===== src/rtl/mc5_pkg.sv =====
package mc5_pkg;

  // Instruction word layout (format is fixed; sizes derive from it)
  localparam int INSTR_W = 24;
  localparam int OPC_W   = 4;
  localparam int RIDX_W  = 4;
  localparam int IMM_W   = 12;
  localparam int OPC_LSB = 20;
  localparam int F1_LSB  = 16;   // destination / store data / first compare
  localparam int F2_LSB  = 12;   // base / first addend / call target
  localparam int F3_LSB  = 8;    // second addend of register add

  localparam logic [OPC_W-1:0] OP_ADD  = 4'd1;
  localparam logic [OPC_W-1:0] OP_ADDI = 4'd2;
  localparam logic [OPC_W-1:0] OP_LD   = 4'd3;
  localparam logic [OPC_W-1:0] OP_ST   = 4'd4;
  localparam logic [OPC_W-1:0] OP_BR   = 4'd5;
  localparam logic [OPC_W-1:0] OP_BEQ  = 4'd6;
  localparam logic [OPC_W-1:0] OP_CALL = 4'd7;

  typedef enum logic [2:0] {
    S_FETCH  = 3'd0,
    S_DECODE = 3'd1,
    S_EXEC   = 3'd2,
    S_MEM    = 3'd3,
    S_WB     = 3'd4
  } step_e;

  function automatic logic writes_reg(input logic [OPC_W-1:0] op);
    return (op == OP_ADD) || (op == OP_ADDI) || (op == OP_LD) || (op == OP_CALL);
  endfunction

endpackage


===== src/rtl/mc5_stepper.sv =====
module mc5_stepper
  import mc5_pkg::*;
(
  input  logic  clk,
  input  logic  rst,
  output step_e step
);

  step_e step_q;

  always_ff @(posedge clk) begin
    if (rst) begin
      step_q <= S_FETCH;
    end else begin
      case (step_q)
        S_FETCH:  step_q <= S_DECODE;
        S_DECODE: step_q <= S_EXEC;
        S_EXEC:   step_q <= S_MEM;
        S_MEM:    step_q <= S_WB;
        default:  step_q <= S_FETCH;
      endcase
    end
  end

  assign step = step_q;

endmodule


===== src/rtl/mc5_regfile.sv =====
module mc5_regfile #(
  parameter int DATA_W = 16,
  parameter int AW     = 4
) (
  input  logic              clk,
  input  logic              rst,
  input  logic [AW-1:0]     rd_a_idx,
  input  logic [AW-1:0]     rd_b_idx,
  output logic [DATA_W-1:0] rd_a,
  output logic [DATA_W-1:0] rd_b,
  input  logic              we,
  input  logic [AW-1:0]     wr_idx,
  input  logic [DATA_W-1:0] wr_data
);

  localparam int NREG = 1 << AW;

  logic [DATA_W-1:0] regs [NREG];

  for (genvar g = 0; g < NREG; g++) begin : g_reg
    always_ff @(posedge clk) begin
      if (rst) begin
        regs[g] <= '0;
      end else if (we && (wr_idx == AW'(g))) begin
        regs[g] <= wr_data;
      end
    end
  end

  assign rd_a = regs[rd_a_idx];
  assign rd_b = regs[rd_b_idx];

endmodule


===== src/rtl/mc5_alu.sv =====
module mc5_alu #(
  parameter int DATA_W = 16
) (
  input  logic [DATA_W-1:0] opa,
  input  logic [DATA_W-1:0] opb,
  input  logic [DATA_W-1:0] cmp_b,
  output logic [DATA_W-1:0] sum,
  output logic              equal
);

  assign sum   = opa + opb;
  assign equal = (opa == cmp_b);

endmodule


===== src/rtl/mc5_pcgen.sv =====
module mc5_pcgen #(
  parameter int ADDR_W = 16,
  parameter int IMM_W  = 12
) (
  input  logic [ADDR_W-1:0] pc,
  input  logic [IMM_W-1:0]  offset,
  output logic [ADDR_W-1:0] pc_next_slot,
  output logic [ADDR_W-1:0] branch_target
);

  localparam int SLOT_BYTES = 4;

  logic [ADDR_W-1:0] off_ext;

  assign off_ext       = {{(ADDR_W-IMM_W){offset[IMM_W-1]}}, offset};
  assign pc_next_slot  = pc + ADDR_W'(SLOT_BYTES);
  assign branch_target = pc + off_ext;

endmodule


===== src/rtl/mc5_core.sv =====
module mc5_core
  import mc5_pkg::*;
#(
  parameter int DATA_W   = 16,
  parameter int ADDR_W   = 16,
  parameter int LINK_IDX = 15
) (
  input  logic               clk,
  input  logic               rst,
  output logic [ADDR_W-1:0]  mem_addr,
  output logic               mem_rd,
  output logic               mem_wr,
  output logic [DATA_W-1:0]  mem_wdata,
  input  logic [INSTR_W-1:0] mem_rdata
);

  step_e step;

  logic [ADDR_W-1:0]  pc_q, pct_q;
  logic [INSTR_W-1:0] ir_q;
  logic [DATA_W-1:0]  ra_q, rb_q, rz_q, rm_q, ry_q;

  logic [OPC_W-1:0]   opc;
  logic [RIDX_W-1:0]  f1, f2, f3;
  logic [IMM_W-1:0]   imm;
  logic [DATA_W-1:0]  imm_ext;

  assign opc     = ir_q[OPC_LSB +: OPC_W];
  assign f1      = ir_q[F1_LSB +: RIDX_W];
  assign f2      = ir_q[F2_LSB +: RIDX_W];
  assign f3      = ir_q[F3_LSB +: RIDX_W];
  assign imm     = ir_q[IMM_W-1:0];
  assign imm_ext = {{(DATA_W-IMM_W){imm[IMM_W-1]}}, imm};

  // Step sequencing
  mc5_stepper u_step (
    .clk  (clk),
    .rst  (rst),
    .step (step)
  );

  // Register file
  logic [RIDX_W-1:0] rf_b_idx, rf_w_idx;
  logic [DATA_W-1:0] rf_a, rf_b;
  logic              rf_we;

  assign rf_b_idx = (opc == OP_ADD) ? f3 : f1;
  assign rf_w_idx = (opc == OP_CALL) ? RIDX_W'(LINK_IDX) : f1;
  assign rf_we    = (step == S_WB) && writes_reg(opc);

  mc5_regfile #(
    .DATA_W (DATA_W),
    .AW     (RIDX_W)
  ) u_rf (
    .clk      (clk),
    .rst      (rst),
    .rd_a_idx (f2),
    .rd_b_idx (rf_b_idx),
    .rd_a     (rf_a),
    .rd_b     (rf_b),
    .we       (rf_we),
    .wr_idx   (rf_w_idx),
    .wr_data  (ry_q)
  );

  // ALU: second operand is RB for register add, immediate otherwise
  logic [DATA_W-1:0] alu_b, alu_sum;
  logic              alu_eq;

  assign alu_b = (opc == OP_ADD) ? rb_q : imm_ext;

  mc5_alu #(
    .DATA_W (DATA_W)
  ) u_alu (
    .opa   (ra_q),
    .opb   (alu_b),
    .cmp_b (rb_q),
    .sum   (alu_sum),
    .equal (alu_eq)
  );

  // Instruction address generator
  logic [ADDR_W-1:0] pc_inc, br_tgt;

  mc5_pcgen #(
    .ADDR_W (ADDR_W),
    .IMM_W  (IMM_W)
  ) u_pcg (
    .pc            (pc_q),
    .offset        (imm),
    .pc_next_slot  (pc_inc),
    .branch_target (br_tgt)
  );

  // Datapath registers, one update group per step
  always_ff @(posedge clk) begin
    if (rst) begin
      pc_q  <= '0;
      pct_q <= '0;
      ir_q  <= '0;
      ra_q  <= '0;
      rb_q  <= '0;
      rz_q  <= '0;
      rm_q  <= '0;
      ry_q  <= '0;
    end else begin
      case (step)
        S_FETCH: begin
          ir_q <= mem_rdata;
          pc_q <= pc_inc;
        end
        S_DECODE: begin
          ra_q <= rf_a;
          rb_q <= rf_b;
        end
        S_EXEC: begin
          case (opc)
            OP_ADD, OP_ADDI, OP_LD: rz_q <= alu_sum;
            OP_ST: begin
              rz_q <= alu_sum;
              rm_q <= rb_q;
            end
            OP_BR:  pc_q <= br_tgt;
            OP_BEQ: if (alu_eq) pc_q <= br_tgt;
            OP_CALL: begin
              pct_q <= pc_q;
              pc_q  <= ADDR_W'(ra_q);
            end
            default: ;
          endcase
        end
        S_MEM: begin
          case (opc)
            OP_ADD, OP_ADDI: ry_q <= rz_q;
            OP_LD:           ry_q <= mem_rdata[DATA_W-1:0];
            OP_CALL:         ry_q <= DATA_W'(pct_q);
            default: ;
          endcase
        end
        default: ;
      endcase
    end
  end

  // Shared memory port: address multiplexer picks PC or RZ
  logic data_step;

  assign data_step = (step == S_MEM) && ((opc == OP_LD) || (opc == OP_ST));
  assign mem_addr  = data_step ? ADDR_W'(rz_q) : pc_q;
  assign mem_rd    = (step == S_FETCH) || ((step == S_MEM) && (opc == OP_LD));
  assign mem_wr    = (step == S_MEM) && (opc == OP_ST);
  assign mem_wdata = rm_q;

endmodule


===== config.mk =====
export PLATFORM = sky130hd
export DESIGN_NAME = mc5_core
export DESIGN_NICKNAME = d
export VERILOG_FILES = /design/src/rtl/mc5_pkg.sv /design/src/rtl/mc5_stepper.sv /design/src/rtl/mc5_regfile.sv /design/src/rtl/mc5_alu.sv /design/src/rtl/mc5_pcgen.sv /design/src/rtl/mc5_core.sv
export SDC_FILE = /design/constraint.sdc
export NUM_CORES = 1
export LEC_CHECK = 0
export ABC_CLOCK_PERIOD_IN_PS = 10000
export BUFFER_PORTS_ARGS = -buffer_cell sky130_fd_sc_hd__buf_2
export CAP_MARGIN = 20
export CORE_ASPECT_RATIO = 0.75
export CORE_UTILIZATION = 60
export DETAILED_ROUTE_END_ITERATION = 8
export PLACE_DENSITY = 0.77
export SLEW_MARGIN = 0
export SYNTH_ARGS = -nofsm -noshare
export SYNTH_HDL_FRONTEND = slang
export SYNTH_HIERARCHICAL = 1
export SYNTH_SLANG_ARGS = --single-unit

===== constraint.sdc =====
create_clock -name clk -period 10 [get_ports clk]
set_input_delay 1.5 -clock clk [delete_from_list [all_inputs] [get_ports clk]]
set_output_delay 1.5 -clock clk [all_outputs]
set_load 0.02 [all_outputs]

; Yosys cells after proc, flatten, opt, wreduce, memory -nomap -nowiden
; Memory sizes are Yosys's and may differ from the RTL's. A register that Yosys moved wholly into a read port is not among the register bits.
; Index checks and enable logic that the tools add are counted.
; W data, S select, Z words.
[classes]
add_sub_neg = 3
n_reduce_logical = 36
bitwise_logic = 16
n_eq_ne = 29
mux = 75
[op_table]
columns = op, count
row1 = $mux W16, 19
row2 = $pmux W16 S3, 2
row3 = $mux W1, 50
row4 = $add A16 B16 Y16, 2
row5 = $eq A4 B3 Y1 const B, 8
row6 = $eq A4 B4 Y1 const B, 8
row7 = $pmux W16 S2, 1
row8 = $logic_and A1 B1 Y1, 20
row9 = $add A16 B3 Y16 const B, 1
row10 = $eq A16 B16 Y1, 1
row11 = $eq A4 B2 Y1 const B, 4
row12 = $or A1 B1 Y1, 16
row13 = $pmux W3 S4, 1
row14 = $eq A4 B1 Y1 const B, 2
row15 = $mux W4, 2
row16 = $reduce_and A2 Y1, 4
row17 = $eq A3 B2 Y1 const B, 2
row18 = $logic_or A1 B1 Y1, 5
row19 = $logic_not A4 Y1, 1
row20 = $ne A4 B4 Y1 const B, 1
row21 = $reduce_or A4 Y1, 1
row22 = $eq A3 B1 Y1 const B, 1
row23 = $eq A3 B3 Y1 const B, 1
row24 = $logic_not A3 Y1, 1
row25 = other kinds (5), 5
[totals]
regBits = 107
word_cells = 167
ramBits = 256
output_inout_bits = 34
memories = 1
inputBits = 26
[memory_table]
columns = name, words, word_bits, rd, rd_clocked_by_memory_dff, write_ports, line
row1 = u_rf.regs, 16, 16, 2, 2, 16, mc5_regfile.sv:18  ; logic [DATA_W-1:0] regs [NREG];

; Logic depth before layout (Yosys ltp)
; Gate-level depths: netlist of run 1.
[depth]
word_depth = 10
mapped_depth = 13
depth_no_buf = 11

; Hierarchy
; The synthesis of run 1 kept the hierarchy.
[modules_own_cells]
columns = mod, cells_each, instances, seq_area_each_um2, area_per_inst_um2
row1 = mc5_regfile, 868, 1, 7687.4, 13499.2
row2 = mc5_core, 717, 1, 2722.6, 5911.9
row3 = mc5_pcgen, 142, 1, 0.0, 1048.5
row4 = mc5_alu, 119, 1, 0.0, 895.9
row5 = mc5_stepper, 8, 1, 60.1, 92.6

; Worst setup path before layout of run 1
; Ideal clock, no wire load.
[synth_path]
path_kind = register -> register
start = reg ir_q[20]
end = reg rz_q[10]
synth_period_minus_slack_ns = 3.413
setup_ns = 0.128
slack_ns = 6.587
t_required_ns = 9.872
arrival_ns = 3.286
stages_incl_launch_ff = 14
path_buffers = 2
cell_sequence = dfxtp_1 buf_2 nor4b_1 buf_2 mux2_2 ha_1 fa_1 a21o_2 a311oi_2 o21ai_0 a311oi_1 nor3_1 mux2i_1 nor2_1
[synth_via]
elab_chain_cells = 3
word_cells_on_any_way = 8
classes_between = add/sub: 1 / eq/ne: 4 / mux: 1 / reduce/logical: 2
[synth_lines]
columns = element, line
row1 = from (decl), mc5_core.sv:20  ; logic [INSTR_W-1:0] ir_q;
row2 = from (signal assigned), mc5_core.sv:109  ; ir_q <= mem_rdata;
row3 = $eq A4 B1 Y1, mc5_core.sv:70  ; assign alu_b = (opc == OP_ADD) ? rb_q : imm_ext;
row4 = $mux W16, mc5_core.sv:70
row5 = named net alu_b[0], mc5_core.sv:67  ; logic [DATA_W-1:0] alu_b, alu_sum;
row6 = $add A16 B16 Y16, mc5_alu.sv:11  ; assign sum = opa + opb;
row7 = named net alu_sum[10], mc5_core.sv:67
row8 = to (signal assigned), mc5_core.sv:118  ; OP_ADD, OP_ADDI, OP_LD: rz_q <= alu_sum;
row9 = to (signal assigned), mc5_core.sv:120  ; rz_q <= alu_sum;
row10 = to (decl), mc5_core.sv:21  ; logic [DATA_W-1:0] ra_q, rb_q, rz_q, rm_q, ry_q;
; The timed path passes the listed nets, and every way through them passes these cells.
; A chain may end at the register's enable or synchronous reset.

==> impl_results.md, run 1 <==
* Status: finished with violations
* Failing checks: design-rule violations
* Main synth FF type: edfxtp_1
* Clock skew at 0.0163 ns
* Post-CTS Setup Inserts at 0
* Final instance area at 23,500 sq um
* Starting Density at 61.4%
* Worst-path clk slew at 0.06 ns
* DR iter-0 viols at 2,256
* TritonRoute pass-1 iters at 8
* CP peak stage delay at 1.14 ns
* Post-Layout Cell Count at 2,333
* CP cell instances: nand4b_1, nand2b_1, nand3b_1, o21bai_2
* Area post-placement at 21,900 sq um
* # diodes at 0
* Dpl hpwl at 39,300 microns
* Share of cells above drive strength 1 at 19.7%
* Cell Area, Synth at 21,400 sq um
* CTS resizes at 0
* H-tree depth at 2
* Die area at 36,500 sq um
* Worst VDD drop at 0.169 mV
* CP max stage cell: nand4b_1
* Placement Rows at 59
* Buf/Inv on CP at 0
* Core region area at 34,900 sq um
* Mapped Nets at 1,913
* Final Util at 67.3%
* Worst setup EP type: register
* Hold Path Class: register to register
* Synth unique cells at 73
* GPL Wtd Cong at 0.975
* GRT Util Overall at 32.8%
* Initial antenna violation count at 3
* I/O Buffers at 59
* Power density cells at 177 nW/um^2
* DR vias at 15,800
* Fillers at 2,517
* Max Fclk at 221 MHz
* Pleak at 0.00849 uW
* Max_cap viols at 0
* Sequential area share after synthesis at 48.8%
* Fin Setup TNS at 0 ns
* Vias per inst at 6.78
* Worst skew pair latency at 0.55 ns
* Die span in x at 220 microns
* Root buffer cell: clkbuf_16
* Worst-Margin Slew at 1.17 ns
* Clk sink count at 395
* Pin count of the biggest net entering global routing at 94
* Critical Path AT at 4.69 ns
* CTS max path bufs at 3
* RSZ-0062 raised after global routing: no
* Worst Path Required at 10.16 ns
* Number of global-route vias before repair at 15,500
* Fin crit period at 4.53 ns
* Hold Buf Count CTS at 0
* Multi-input logic area at 10,300 sq um
* First-pass GRT wire length at 89,900 microns
* Reg area at 10,500 sq um
* Number of synthesized flops with an enable pin at 256
* Fin. max-slew vios at 0
* Final setup fails at 0
* Dpl cells at 2,251
* Synthesized flop and latch total at 395
* Final Cycle Share at 45.3%
* Critical path class: register to register
* TritonCTS Buffers at 39
* Endpoints failing hold at 0
* Cells after Synth at 1,854
* CP top delay family: simple AND/OR/NAND/NOR gates
* WL/cell at 25.4 microns
* Syn. warnings at 6
* Avg Inst Size Synth at 11.6 sq um
* Final net count at 1,905
* Crit-path max FO at 28
* Residual DRC at 2
* Relative slew slack at 21.6%
* Die Height at 166 microns
* Crit path launch type: register
* IO Pins at 60
* Layout area overhead at 9.63%
* Share of flip-flops with an asynchronous set or reset at 0%
* Remaining Overflow, GRT at 0
* CTS tree: built
* Antenna-violating nets left at 0
* Final WL at 59,300 microns
[area by class of cell]
| type | count | share of cell area (%) |
|---|---|---|
| sequential | 395 | 44.5 |
| multi-input combinational | 1304 | 43.9 |
| clock buffer | 46 | 4.54 |
| timing repair buffer | 99 | 2.97 |
| tap | 457 | 2.43 |
| clock inverter | 25 | 1.48 |
| inverter | 7 | 0.112 |
[worst reg2reg max path, stage by stage (launching register included)]
cell and delay, ns:
dfxtp_1 1.05, nand4b_1 1.15, nand2b_1 0.65, nand3b_1 0.29, o21bai_2 0.99
[registers in the layout, indices dropped and copies added (netlist names)]
signal	flops
rz_q	16
ry_q	16
pct_q	16
rb_q	16
u_step/step	3
u_rf/regs	256
pc_q	16
ir_q	24
ra_q	16
mem_wdata	16
[power by group]
group	total [uW]	switching, uW	internal (uW)
Combinational	632	359	273
Sequential	1890	91.7	1800
Clock	1650	650	997
Total	4170	1100	3070
[metrics by stage]
| step | hold slack, ns | total power (uW) | worst slack (ns) |
|---|---|---|---|
| after global placement | 0.440 | 2510 | 5.77 |
| after global routing | 0.478 | 4280 | 5.30 |
| after detailed placement | 0.444 | 2530 | 5.55 |
| after floorplan | 0.433 | 2360 | 6.59 |
| after CTS | 0.453 | 4160 | 5.53 |
| final | 0.451 | 4170 | 5.47 |
[metal layers]
metal  GRT usage (%)  routed length [microns]  vias to the layer above
li1                -                        -                     6811
met5               0                       30                        -
met2            47.5                    26300                     1073
met1            49.3                    24500                     7778
met3            6.85                     6910                      140
met4            10.9                     1590                        6
[synthesized netlist by cell type (all sizes together), types with 7 or more instances]
cell type,count,area [sq um]
o21bai,20,150
a211oi,18,135
o21ai,15,75.1
nor3b,21,180
clkbuf,94,360
mux2,31,349
nand4,8,50.1
a221oi,18,170
a31oi,19,119
nor3,12,75.1
mux4,128,2880
nand2b,12,82.6
a22oi,65,488
a22o,16,140
xnor2,41,359
nand2,278,1040
buf,54,350
edfxtp,256,7690
a21o,8,62.6
inv,7,26.3
nor2,78,323
dfxtp,139,2780
ha,31,388
nand3,12,60.1
a21oi,117,597
xor2,15,131
nor2b,7,43.8
and2,261,1630
mux2i,18,180
[worst paths after layout]
check           startpoint          endpoint  slack (ns)  cells past startpoint
max               ir_q[22]  u_rf/regs[11][9]        5.47                      4
min          mem_wdata[10]     mem_wdata[10]        0.45                      2
max reg2reg       ir_q[22]  u_rf/regs[11][9]        5.47                      4
min reg2reg  mem_wdata[10]     mem_wdata[10]        0.45                      2
[placed cells by master, fill, tap and decap left out, types with 11 or more instances in the layout]
cell type	Yosys	final
o21bai_2	0	15
mux4_2	128	128
nand2_1	278	278
o21ai_0	15	15
a31oi_1	19	19
ha_1	31	31
nand2b_1	11	11
nor3b_1	19	18
dfxtp_1	139	137
buf_2	16	58
a22oi_1	65	65
and2_1	259	259
clkbuf_16	0	41
edfxtp_1	256	256
a21oi_1	116	116
a22o_1	16	16
a221oi_1	16	16
a211oi_1	18	18
xor2_1	15	15
nand3_1	12	12
mux2i_1	18	18
xnor2_1	41	41
buf_4	20	31
mux2_2	31	30
nor2_1	74	74
[logic make-up after synthesis]
group                    after synthesis  synth area share (%)
AND/OR/NAND/NOR                      724                  17.7
flip-flops                           395                  48.8
AO/OA/AOI/OAI                        314                  9.85
multiplexers                         177                  15.9
buffers and inverters                155                  3.44
XOR/XNOR                              56                  2.29
adder cells (fa/ha/maj)               33                  2.00
No activity file was read; power rests on OpenSTA's default activity.
==> run 2: changes to the inputs <==
ABC_CLOCK_PERIOD_IN_PS = 3900   (was 10000)
CORE_UTILIZATION = 57   (was 60)
clock period = 3.9 ns   (was 10 ns; I/O delays follow)
==> impl_results.md, run 2 (synthesized netlist as in run 1, its figures left out) <==
* DR vias at 15,700
* First-pass GRT wire length at 91,500 microns
* Pleak at 0.00850 uW
* Fin Setup TNS at 0 ns
* Fin crit period at 3.57 ns
* Initial antenna violation count at 1
* Internal Power at 7530 uW
* Dpl hpwl at 41,100 microns
* RSZ-0062 raised after global routing: no
* IO Pins at 60
* GRT Util Overall at 31.9%
* Final WL at 60,500 microns
* Fin. max-slew vios at 0
* Placement Rows at 61
* CP peak stage delay at 0.46 ns
* TritonRoute pass-1 iters at 5
* Hold Buf Count CTS at 0
* Buf/Inv on CP at 1
* Share of cells above drive strength 1 at 20.2%
* Worst setup EP type: register
* Worst skew pair latency at 0.54 ns
* H-tree depth at 2
* Critical path class: register to register
* Dpl cells at 2,327
* Worst-Margin Slew at 1.07 ns
* Reg-to-reg slack, setup at 0.33 ns
* CTS resizes at 0
* Final Cycle Share at 91.4%
* Endpoints failing hold at 0
* Worst VDD drop at 0.304 mV
* CP max stage cell: nor4b_2
* Crit-path max FO at 19
* Relative slew slack at 28.9%
* Hold Path Class: input pin to register
* Root buffer cell: clkbuf_16
* Die span in x at 226 microns
* TritonCTS Buffers at 40
* Crit path launch type: register
* Pin count of the biggest net entering global routing at 80
* Post-Layout Cell Count at 2,400
* Sequential share of power at 46.9%
* Core region area at 37,100 sq um
* Worst-path clk slew at 0.06 ns
* Power density cells at 440 nW/um^2
* CP top delay family: compound AO/OA/AOI/OAI gates
* Remaining Overflow, GRT at 0
* Vias per inst at 6.56
* Final net count at 1,925
* Critical Path AT at 3.96 ns
* Worst Path Required at 4.29 ns
* Sw frac at 27.2%
* Most common cell after layout, fill and taps aside: nand2_1
* Regs by FF count: u_rf/regs (256), ir_q (24)
* Starting Density at 57.8%
* CTS tree: built
* Clock skew at 0.0121 ns
* Max_cap viols at 0
* Comb power frac at 15.9%
* I/O Buffers at 59
* Clk sink count at 395
* Residual DRC at 0
* Largest Register: u_rf/regs
* DR iter-0 viols at 2,255
* WL/cell at 25.2 microns
* Die Height at 170 microns
* Clock power frac at 37.2%
* Largest register FFs at 256
* Final setup fails at 0
* GPL Wtd Cong at 0.934
* Max Fclk at 280 MHz
* Status: completed
* Layout area overhead at 9.67%
* Number of global-route vias before repair at 15,300
* # diodes at 0
* Most frequent cells in the layout: nand2_1, and2_1, edfxtp_1
* Switch Pwr at 2810 uW
* Antenna-violating nets left at 0
* Die area at 38,400 sq um
* CTS max path bufs at 3
* Post-CTS Setup Inserts at 0
* CP cell instances: nor4b_2, buf_4, mux2_2, ha_1, a21o_1, a311oi_2, o21ai_0, a311oi_1, nor3_1, mux2i_1, nor2_1
## run 2: worst register-to-register path, stage by stage, from the launching register on
cell      delay, ns
dfxtp_1        0.41
nor4b_2        0.46
buf_4          0.39
mux2_2         0.39
ha_1           0.37
a21o_1         0.24
a311oi_2       0.38
o21ai_0        0.22
a311oi_1       0.29
nor3_1         0.07
mux2i_1        0.15
nor2_1         0.05
## run 2: power groups by stage
stage,clock [uW],combinational [uW],sequential (uW)
after global routing,4020,1760,4870
final,3850,1640,4850
after CTS,3860,1620,4850
after global placement,0,1580,4920
after detailed placement,0,1610,4940
after floorplan,0,1250,4800
## run 2: final cells by class
class / count / area, sq um
inverter: 7 / 26.3
fill: 2894 / 13600
clock inverter: 17 / 158
multi-input combinational: 1304 / 10300
tap: 504 / 631
clock buffer: 55 / 1120
sequential: 395 / 10500
timing repair buffer: 118 / 791
## run 2: through the flow
step / hold slack (ns) / setup slack, ns / total power [uW] / utilization (%) / instance area, sq um
floorplan: 0.433 / 0.487 / 6050 / - / 21400
global placement: 0.440 / 0.479 / 6490 / 59.9 / 22200
detailed placement: 0.447 / 0.371 / 6540 / 60.0 / 22200
CTS: 0.275 / 0.345 / 10300 / 63.4 / 23500
global route: 0.285 / 0.0956 / 10600 / 63.4 / 23500
finish: 0.288 / 0.334 / 10300 / 63.4 / 23500
## run 2: per-layer routing
metal  part of all wire, %  GRT usage (%)
met1                    42           48.3
met2                    45           48.4
met3                    11           4.71
met4                   1.8           7.60
met5                     0              0
## run 2: worst paths after layout
| path | endpoint | cells past startpoint | start |
|---|---|---|---|
| worst max register to register | rz_q[10] | 11 | ir_q[23] |
| worst min-delay path | ir_q[16] | 3 | mem_rdata[16] |
| worst min register to register | mem_wdata[12] | 2 | mem_wdata[12] |
| worst max-delay path | rz_q[10] | 11 | ir_q[23] |
==> run 3: changes to the inputs <==
ABC_CLOCK_PERIOD_IN_PS = 4500   (was 3900)
CORE_UTILIZATION = 60   (was 57)
clock period = 4.5 ns   (was 3.9 ns; I/O delays follow)
==> impl_results.md, run 3 (synthesized netlist as in run 1, its figures left out) <==
* Share of cells above drive strength 1 at 19.8%
* Status: finished with violations
* Final WL at 61,200 microns
* Worst VDD drop at 0.243 mV
* Die area at 36,500 sq um
* Hold Path Cell Cnt at 3
* DR iter-0 viols at 2,342
* First-pass GRT wire length at 93,000 microns
* Largest Register: u_rf/regs
* DR vias at 15,900
* Clock skew at 0.0108 ns
* Hold Buf Count CTS at 0
* Fin crit period at 3.79 ns
* Dpl hpwl at 40,600 microns
* Worst-Margin Slew at 1.18 ns
* Final setup fails at 0
* Final instance area at 23,500 sq um
* Die Height at 166 microns
* Most frequent cells in the layout: nand2_1, and2_1, edfxtp_1
* Clk sink count at 395
* CTS max path bufs at 3
* Critical Path AT at 4.19 ns
* Final net count at 1,918
* Die span in x at 220 microns
* GPL Wtd Cong at 0.938
* R2r startpoint: ir_q[20]
* Failing checks: design-rule violations
* Crit-path max FO at 20
* RR Endpoint: rz_q[10]
* Max Fclk at 264 MHz
* Layout area overhead at 9.47%
* Worst Path Required at 4.90 ns
* Power density cells at 386 nW/um^2
* Area post-placement at 22,100 sq um
* Endpoints failing hold at 0
* Hold_sp: mem_rdata[18]
* R2R depth at 11
* Post-CTS Setup Inserts at 0
* Critical path class: register to register
* Hold Path Class: input pin to register
* Core region area at 34,900 sq um
* Initial antenna violation count at 1
* I/O Buffers at 59
* WL/cell at 26.1 microns
* Remaining Overflow, GRT at 0
* Pin count of the biggest net entering global routing at 86
* CTS tree: built
* Final Cycle Share at 84.2%
* CP peak stage delay at 0.61 ns
* Starting Density at 61.4%
* Vias per inst at 6.77
* Crit path launch type: register
* TritonCTS Buffers at 39
* RSZ-0062 raised after global routing: no
* IO Pins at 60
* Reg-to-reg slack, setup at 0.71 ns
* Worst skew pair latency at 0.55 ns
* Placement Rows at 59
* Regs by FF count: u_rf/regs (256), ir_q (24)
* Residual DRC at 2
* Hold path endpoint: ir_q[18]
* GRT Util Overall at 34.0%
* TritonRoute pass-1 iters at 7
* CP cell instances: nor4b_2, buf_4, mux2_2, fa_1, a21o_2, a311oi_2, o21ai_0, a311oi_1, nor3_1, mux2i_1, nor2_1
* CTS resizes at 0
* Pleak at 0.00848 uW
* Number of global-route vias before repair at 15,700
* Root buffer cell: clkbuf_16
* Most common cell after layout, fill and taps aside: nand2_1
* Antenna-violating nets left at 0
* Fin. max-slew vios at 0
* H-tree depth at 2
* CP max stage cell: dfxtp_1
* Final Util at 67.2%
* Max_cap viols at 0
* Relative slew slack at 21.0%
* Largest register FFs at 256
* Fin Setup TNS at 0 ns
* Worst setup EP type: register
* Fillers at 2,569
* Worst-path clk slew at 0.06 ns
[run 3: changes by cell type in the layout (fill, tap and decap cells not counted), moves of 4 or more]
cell      change
buf_8         +4
buf_4        -10
clkbuf_1      -4
clkinv_1      +6
clkinv_2      -6
[run 3: layout make-up]
class	count	area, sq um	area share, %
antenna	2	5.00	0.0213
clock buffer	50	1100	4.69
clock inverter	20	218	0.927
inverter	7	26.3	0.112
multi-input combinational	1304	10300	44.0
sequential	395	10500	44.6
tap	457	572	2.44
timing repair buffer	112	758	3.23
[run 3: report_power, final]
part           internal, uW  switching (uW)  total (uW)
combinational           614             798        1410
clock                  2010            1430        3450
sequential             4000             219        4220
total                  6620            2450        9070
[run 3: worst max path at each step]
stage	startpoint	end	slack, ns
floorplan	ir_q[20]	rz_q[10]	1.09
global placement	ir_q[20]	rz_q[10]	0.83
detailed placement	ir_q[20]	rz_q[10]	0.77
CTS	ir_q[20]	rz_q[10]	0.75
global route	ir_q[20]	rz_q[10]	0.48
finish	ir_q[20]	rz_q[10]	0.71
[run 3: stage by stage]
stage          worst slack, ns  total power [uW]  cells  hold WS, ns
2_1_floorplan             1.09              5240   1854        0.433
4_1_cts                  0.751              9060   2341        0.351
6_report                 0.709              9070   2347        0.365
3_3_place_gp             0.827              5610   2269        0.440
3_5_place_dp             0.773              5660   2271        0.444
5_1_grt                  0.478              9350   2346        0.363
[run 3: critical path, delay by kind of cell, from the launching register on]
kind | cells | cell delay [ns]
and+or+nand+nor | 3 | 0.51
muxes | 2 | 0.54
adders and majority gates | 1 | 0.44
AOI/OAI and AO/OA | 4 | 1.18
DFF | 1 | 0.61
buffers and inverters | 1 | 0.34
[run 3: layer usage]
metal / global-route usage, % / vias to the layer above / part of all wire, %
met5: 0 / - / 0
met4: 11.1 / 0 / 2.6
met3: 7.25 / 121 / 12
met2: 49.7 / 1056 / 45
met1: 50.7 / 7892 / 40
li1: - / 6830 / -
